[src/rtl/irq_thr_pkg.sv]
package irq_thr_pkg;
   typedef enum logic [1:0] {
      POST_NONE     = 2'd0,
      POST_DIRECT   = 2'd1,
      POST_DEFERRED = 2'd2
   } post_src_e;
endpackage

[src/rtl/irq_timebase.sv]
module irq_timebase #(
   parameter int TIME_W     = 32,
   parameter int NS_PER_CLK = 8
) (
   input  logic              clk,
   input  logic              rst_n,
   output logic [TIME_W-1:0] now
);
   logic [TIME_W-1:0] now_q;

   generate
      if (NS_PER_CLK == 1) begin : g_unit
         always_ff @(posedge clk or negedge rst_n)
            if (!rst_n) now_q <= '0;
            else        now_q <= now_q + 1'b1;
      end else begin : g_step
         localparam logic [TIME_W-1:0] STEP = TIME_W'(NS_PER_CLK);
         always_ff @(posedge clk or negedge rst_n)
            if (!rst_n) now_q <= '0;
            else        now_q <= now_q + STEP;
      end
   endgenerate

   assign now = now_q;
endmodule

[src/rtl/irq_pace.sv]
module irq_pace
   import irq_thr_pkg::*;
#(
   parameter int TIME_W    = 32,
   parameter int ITR_W     = 16,
   parameter int ITR_SHIFT = 8
) (
   input  logic              clk,
   input  logic              rst_n,
   input  logic [TIME_W-1:0] now,
   input  logic [ITR_W-1:0]  ivl,
   input  logic              post_now,
   input  logic              any_cause,
   input  logic              posted,
   input  logic              disarm,
   output logic              post_req,
   output post_src_e         post_src
);
   logic              armed_q;
   logic [TIME_W-1:0] deadline_q, last_q, span, limit;
   logic              due, fire;

   assign span  = TIME_W'(ivl) << ITR_SHIFT;
   assign limit = last_q + span;
   assign due   = (ivl == '0) || post_now || (limit <= now);
   assign fire  = armed_q && (now >= deadline_q);

   always_comb begin
      post_src = POST_NONE;
      if (any_cause && due) post_src = POST_DIRECT;
      else if (fire)        post_src = POST_DEFERRED;
   end
   assign post_req = (post_src != POST_NONE);

   always_ff @(posedge clk or negedge rst_n) begin
      if (!rst_n) begin
         armed_q    <= 1'b0;
         deadline_q <= '0;
         last_q     <= '0;
      end else begin
         if (post_req) armed_q <= 1'b0;
         else if (any_cause && !armed_q) begin
            armed_q    <= 1'b1;
            deadline_q <= limit;
         end
         if (disarm) armed_q <= 1'b0;
         if (posted) last_q <= now;
      end
   end


   deadline_hold_chk: assert property (@(posedge clk) disable iff (!rst_n)
      armed_q && !post_req && !disarm |=> $stable(deadline_q) && armed_q);


   deadline_ahead_chk: assert property (@(posedge clk) disable iff (!rst_n)
      armed_q |-> deadline_q > last_q);


   masked_keeps_last_chk: assert property (@(posedge clk) disable iff (!rst_n)
      post_req && disarm |=> $stable(last_q));
endmodule

[src/rtl/irq_cause.sv]
module irq_cause #(
   parameter int CAUSE_W  = 32,
   parameter int RXT_BIT  = 7,
   parameter int TXDW_BIT = 0
) (
   input  logic               clk,
   input  logic               rst_n,
   input  logic [CAUSE_W-1:0] cause_set,
   input  logic [CAUSE_W-1:0] mask,
   input  logic               rd_clr,
   input  logic               post_req,
   input  logic               rx_pend,
   input  logic               tx_pend,
   output logic [CAUSE_W-1:0] cause_q,
   output logic               posted,
   output logic               none_en,
   output logic               rx_cancel,
   output logic               tx_cancel
);
   localparam int ABIT = CAUSE_W - 1;
   localparam logic [CAUSE_W-1:0] A_ONE  = CAUSE_W'(1) << ABIT;
   localparam logic [CAUSE_W-1:0] SEL_EN = ~A_ONE;
   localparam logic [CAUSE_W-1:0] RX_ONE = CAUSE_W'(1) << RXT_BIT;
   localparam logic [CAUSE_W-1:0] TX_ONE = CAUSE_W'(1) << TXDW_BIT;

   logic [CAUSE_W-1:0] base, nxt;
   logic               en_base;

   always_comb begin
      base    = (rd_clr ? '0 : cause_q) | cause_set;
      en_base = |(base & mask & SEL_EN);
      posted  = post_req && en_base;
      nxt     = base;
      if (posted) begin
         nxt = nxt | A_ONE;
         if (rx_pend) nxt = nxt | RX_ONE;
         if (tx_pend) nxt = nxt | TX_ONE;
      end
      none_en = ~|(nxt & mask & SEL_EN);
      if (none_en) nxt[ABIT] = 1'b0;
   end

   always_ff @(posedge clk or negedge rst_n) begin
      if (!rst_n) begin
         cause_q   <= '0;
         rx_cancel <= 1'b0;
         tx_cancel <= 1'b0;
      end else begin
         cause_q   <= nxt;
         rx_cancel <= posted && rx_pend;
         tx_cancel <= posted && tx_pend;
      end
   end


   line_needs_enabled_chk: assert property (@(posedge clk) disable iff (!rst_n)
      cause_q[ABIT] |-> |(cause_q & $past(mask) & SEL_EN));


   read_clears_chk: assert property (@(posedge clk) disable iff (!rst_n)
      rd_clr && (cause_set == '0) && !post_req |=> (cause_q == '0));


   rx_fold_chk: assert property (@(posedge clk) disable iff (!rst_n)
      rx_cancel |-> cause_q[RXT_BIT] && cause_q[ABIT]);


   tx_fold_chk: assert property (@(posedge clk) disable iff (!rst_n)
      tx_cancel |-> cause_q[TXDW_BIT] && cause_q[ABIT]);
endmodule

[src/rtl/irq_throttle.sv]
module irq_throttle
   import irq_thr_pkg::*;
#(
   parameter int CAUSE_W    = 32,
   parameter int RXT_BIT    = 7,
   parameter int TXDW_BIT   = 0,
   parameter int TIME_W     = 32,
   parameter int ITR_W      = 16,
   parameter int ITR_SHIFT  = 8,
   parameter int NS_PER_CLK = 8
) (
   input  logic               clk,
   input  logic               rst_n,
   input  logic [CAUSE_W-1:0] cause_set,
   input  logic               post_now,
   input  logic [CAUSE_W-1:0] int_mask,
   input  logic [ITR_W-1:0]   itr_ivl,
   input  logic               cause_rd,
   input  logic               rx_tmr_pend,
   input  logic               tx_tmr_pend,
   output logic               irq,
   output logic [CAUSE_W-1:0] cause,
   output logic               rx_tmr_cancel,
   output logic               tx_tmr_cancel
);
   localparam int ABIT = CAUSE_W - 1;

   generate
      if (CAUSE_W < 3) begin : g_bad_w
         $error("CAUSE_W too small");
      end
      if (RXT_BIT >= ABIT || TXDW_BIT >= ABIT || RXT_BIT == TXDW_BIT) begin : g_bad_bits
         $error("timer cause bits misplaced");
      end
      if (ITR_W + ITR_SHIFT > TIME_W) begin : g_bad_time
         $error("TIME_W cannot hold the interval");
      end
      if (NS_PER_CLK < 1) begin : g_bad_step
         $error("NS_PER_CLK must be positive");
      end
   endgenerate

   logic [TIME_W-1:0]  now;
   logic [CAUSE_W-1:0] cause_q;
   logic               post_req, posted, none_en;
   post_src_e          post_src;

   irq_timebase #(.TIME_W(TIME_W), .NS_PER_CLK(NS_PER_CLK)) u_time (
      .clk(clk), .rst_n(rst_n), .now(now));

   irq_pace #(.TIME_W(TIME_W), .ITR_W(ITR_W), .ITR_SHIFT(ITR_SHIFT)) u_pace (
      .clk(clk), .rst_n(rst_n), .now(now), .ivl(itr_ivl), .post_now(post_now),
      .any_cause(|cause_set), .posted(posted), .disarm(none_en),
      .post_req(post_req), .post_src(post_src));

   irq_cause #(.CAUSE_W(CAUSE_W), .RXT_BIT(RXT_BIT), .TXDW_BIT(TXDW_BIT)) u_cause (
      .clk(clk), .rst_n(rst_n), .cause_set(cause_set), .mask(int_mask),
      .rd_clr(cause_rd), .post_req(post_req), .rx_pend(rx_tmr_pend),
      .tx_pend(tx_tmr_pend), .cause_q(cause_q), .posted(posted),
      .none_en(none_en), .rx_cancel(rx_tmr_cancel), .tx_cancel(tx_tmr_cancel));

   assign cause = cause_q;
   assign irq   = cause_q[ABIT];


   rise_from_post_chk: assert property (@(posedge clk) disable iff (!rst_n)
      $rose(irq) |-> $past(post_src) != POST_NONE);


   direct_post_chk: assert property (@(posedge clk) disable iff (!rst_n)
      (itr_ivl == '0) && (|(cause_set & int_mask & ~(CAUSE_W'(1) << ABIT))) |=> irq);
endmodule

[config.mk]
export PLATFORM = sky130hd
export DESIGN_NAME = irq_throttle
export DESIGN_NICKNAME = d
export VERILOG_FILES = /design/src/rtl/irq_thr_pkg.sv /design/src/rtl/irq_timebase.sv /design/src/rtl/irq_pace.sv /design/src/rtl/irq_cause.sv /design/src/rtl/irq_throttle.sv
export SDC_FILE = /design/constraint.sdc
export NUM_CORES = 1
export LEC_CHECK = 0
export BUFFER_PORTS_ARGS = -buffer_cell sky130_fd_sc_hd__clkbuf_2
export CAP_MARGIN = 20
export CORE_ASPECT_RATIO = 1.1
export CORE_UTILIZATION = 45
export DETAILED_ROUTE_END_ITERATION = 6
export PLACE_DENSITY = 0.66
export SKIP_CTS_REPAIR_TIMING = 1
export SYNTH_ARGS = -nofsm -noshare
export SYNTH_HDL_FRONTEND = slang
export SYNTH_SLANG_ARGS = --single-unit
export TNS_END_PERCENT = 100
[constraint.sdc]
create_clock -name clk -period 6.8 [get_ports clk]
set_clock_uncertainty 0.15 [all_clocks]
set_input_delay 0.34 -clock clk [delete_from_list [all_inputs] [get_ports clk]]
set_output_delay 0.34 -clock clk [all_outputs]
set_load 0.01 [all_outputs]
==> flow_metrics.py <==
metrics = {
    "status": {
        "status": "finished with violations",
        "violations": "hold timing",
    },
    "detailed_routing": {
        "routed_wl_um": 17340,
        "drt_iter0_markers": 235,
        "drtAntennaViolNets": 0,
        "via_per_inst": 5.256,
        "first_pass_iters": 4,
        "drc_errors": 0,
        "vias": 5729,
        "wl_per_cell_um": 15.91,
    },
    "setup_path": {
        "cp-end-kind": "flip-flop",
        "critical_path_arrival_ns": 5.46,
        "crit_type": "flip-flop to flip-flop",
        "start_kind": "flip-flop",
        "critical_path_required_ns": 6.94,
        "cp_max_fo": 28,
    },
    "global_route": {
        "track_usage": 0.2202,
        "gr-total-overflow": 0,
        "grt_pass1_vias": 5614,
        "grt_pass1_wl_um": 28070,
        "grt_max_degree": 78,
        "grt_antenna_before_repair": 0,
    },
    "synthesis": {
        "ys_async_sr_fraction": 1.000,
        "synth.distinct_cells": 55,
        "ys_seq_elements": 122,
        "avgSynthCellArea_um2": 9.866,
        "synth_edf_count": 0,
        "synthCells": 743,
        "mappedNetlistArea_mm2": 0.007331,
        "synth_fp_nets": 905,
        "ys_warn_count": 0,
        "synth_ff_type": "dfrtp_1",
        "ys_seq_area_frac": 0.4165,
    },
    "sta": {
        "slew_viol_final": 0,
        "whs_ns": -0.008961,
        "rsz0062_at_grt": "no",
        "setup_viol": 0,
        "fmax_mhz": 188.2,
        "worst_slew_pin_slew_ns": 0.9590,
        "finalCriticalPeriod_ns": 5.313,
        "relSlewSlack": 0.3557,
        "fin_crit_sh": 0.7813,
        "hold_viol": 1,
        "setup_tns_ns": 0,
        "final.setup.worst_slack_ns": 1.487,
    },
    "power_and_ir_drop": {
        "leakage_nw": 4.248,
        "power_density_mw_per_mm2": 225.7,
        "ir_worst_vdd_v": 0.0002034,
        "seqPwrFrac": 0.400,
        "clock_power_share": 0.462,
        "p_sw_frac": 0.2462,
        "p_comb_frac": 0.137,
        "p_sw_mw": 0.4913,
        "internal_power_mw": 1.504,
    },
    "placement": {
        "gp_congestion": 0.8634,
        "pre_cts_slack_ns": 1.403,
        "io_buffers": 119,
        "dp_hpwl_um": 13210,
    },
    "floorplan": {
        "fp.dieW_um": 123.7,
        "core_mm2": 0.01580,
        "fp.dieH_um": 135.9,
        "num_rows": 48,
        "dieArea_mm2": 0.01681,
        "initial_core_util": 0.4641,
        "ioPinCount": 121,
    },
    "clock_network": {
        "clock-root-buffer": "clkbuf_16",
        "clock_sinks": 122,
        "cts_buffers": 17,
        "cts_tree": "yes",
        "clockBufferDepth": 2,
        "cts.clk_slew.worst_paths_ns": 0.06,
        "htreeDepth": 4,
        "insertion_delay_ns": 0.42,
    },
    "worst_hold_path": {
        "hold_class": "input port to flip-flop",
    },
    "final_layout": {
        "antenna_cells": 0,
        "final_nets": 1041,
        "drive_above_1_share": 0.2213,
        "final_core_util": 0.5598,
        "area_growth_pct": 20.62,
    },
    "flow_run": {
        "maxCapViolCount": 0,
    },
}
## power groups by stage
stage                     Combinational, mW  Clock [mW]  Sequential, mW
after floorplan                       0.159           0           0.813
after global placement                0.265           0           0.809
after detailed placement              0.271           0           0.810
after CTS                             0.274       0.940           0.799
after global routing                  0.310       0.972           0.804
final                                 0.274       0.923           0.798
## per-layer routing
layer / vias up / routed length, um / share of wire / track usage
li1: 2911 / - / - / -
met1: 2726 / 8115 / 0.47 / 0.2858
met2: 74 / 8643 / 0.50 / 0.3719
met3: 18 / 382 / 0.022 / 0.03943
met4: 0 / 204 / 0.012 / 0.06359
met5: - / 0 / 0 / 0
## cells in the mapped netlist, types with 3 or more instances
cell type | number | area (um2)
nand3_1 | 25 | 125.1
buf_6 | 3 | 33.78
o21ai_0 | 41 | 205.2
a211oi_1 | 6 | 45.04
nor2b_1 | 27 | 168.9
or3_1 | 6 | 37.54
xor2_1 | 7 | 61.31
a31oi_1 | 6 | 37.54
and3_1 | 9 | 56.30
a211o_1 | 3 | 26.28
mux2i_1 | 5 | 50.05
o21a_1 | 4 | 30.03
o21bai_1 | 4 | 30.03
ha_1 | 75 | 938.4
a21o_1 | 12 | 90.09
nor4_1 | 15 | 93.84
nand2_1 | 47 | 176.4
a221oi_1 | 3 | 26.28
nor3_1 | 13 | 65.06
inv_1 | 78 | 292.8
or2_2 | 23 | 143.9
a221o_1 | 3 | 30.03
dfrtp_1 | 122 | 3053
clkbuf_1 | 7 | 26.28
o211ai_1 | 3 | 22.52
nand4_1 | 16 | 100.1
o21ai_1 | 9 | 45.04
a21oi_1 | 36 | 180.2
xnor2_1 | 37 | 324.1
nor2_1 | 27 | 101.4
mux2_2 | 14 | 157.7
o2111ai_1 | 8 | 70.07
and4_1 | 3 | 26.28
mux2_1 | 21 | 236.5
## cells in the final DEF, fill, tap and decap left out, types with 8 or more instances in the layout
cell type	count
xnor2_1	37
nor4_1	15
o21ai_0	41
o21ai_1	9
mux2_2	14
dfrtp_1	122
nand4_1	16
o2111ai_1	8
nor3_1	13
a21oi_1	36
nor2b_1	27
nand2_1	47
a21o_1	12
clkbuf_2	118
inv_1	78
ha_1	75
and3_1	9
nand3_1	25
clkbuf_16	17
mux2_1	21
nor2_1	27
or2_2	23
## worst paths after layout
check	from	end	slack [ns]	cells after the start
worst max register to register	u_pace.last_q[9]	u_pace.last_q[31]	1.49	17
max in group asynchronous	rst_n	u_time.now[10]	5.17	4
worst max-delay path	u_pace.last_q[9]	u_pace.last_q[31]	1.49	17
min in group asynchronous	rst_n	u_cause.cause_q[11]	0.33	2
worst min register to register	u_pace.last_q[21]	u_pace.last_q[21]	0.35	1
worst min-delay path	cause_set[19]	u_cause.cause_q[19]	-0.009	3
## metrics by stage
step	power, mW	std cells	cell area, um2
after floorplan	0.9720	743	7331
after global placement	1.074	1054	8163
after detailed placement	1.081	1054	8163
after CTS	2.012	1084	8765
after global routing	2.086	1090	8842
final	1.995	1090	8842
## worst max-delay path: stages (launching register included)
cell	delay, ns
dfrtp_1	0.41
ha_1	0.30
a211oi_1	0.31
o211ai_1	0.20
a31oi_1	0.31
o21bai_1	0.20
a221oi_1	0.57
or3_1	0.21
nand2_1	0.06
ha_1	0.32
nand4_1	0.15
nor2_1	0.23
a21oi_1	0.09
and3_1	0.23
a211o_1	0.33
a32oi_4	0.26
buf_4	0.46
mux2_2	0.38
## layout make-up
type / instances / area (um2)
Inverter: 79 / 296.5
Tap cell: 200 / 250.2
Sequential cell: 122 / 3053
Fill cell: 1460 / 6953
Clock inverter: 8 / 117.6
Timing Repair Buffer: 130 / 713.2
Clock buffer: 22 / 484.2
Multi-Input combinational cell: 529 / 3928
## sequential cells by signal (all words and copies together) (netlist names)
register / cells
u_pace.armed_q: 1
u_cause.rx_cancel: 1
u_cause.tx_cancel: 1
u_pace.last_q: 29
u_cause.cause_q: 32
u_time.now: 29
u_pace.deadline_q: 29
## cell families after synthesis
group | count (synthesis) | synth area share
flops | 122 | 0.4165
simple gates | 219 | 0.1591
compound gates | 150 | 0.1295
buf+inv | 92 | 0.05103
xor+xnor | 44 | 0.05257
fa+ha+maj | 76 | 0.1307
mux | 40 | 0.06059
Note: power is estimated with default switching activity, not from simulation.
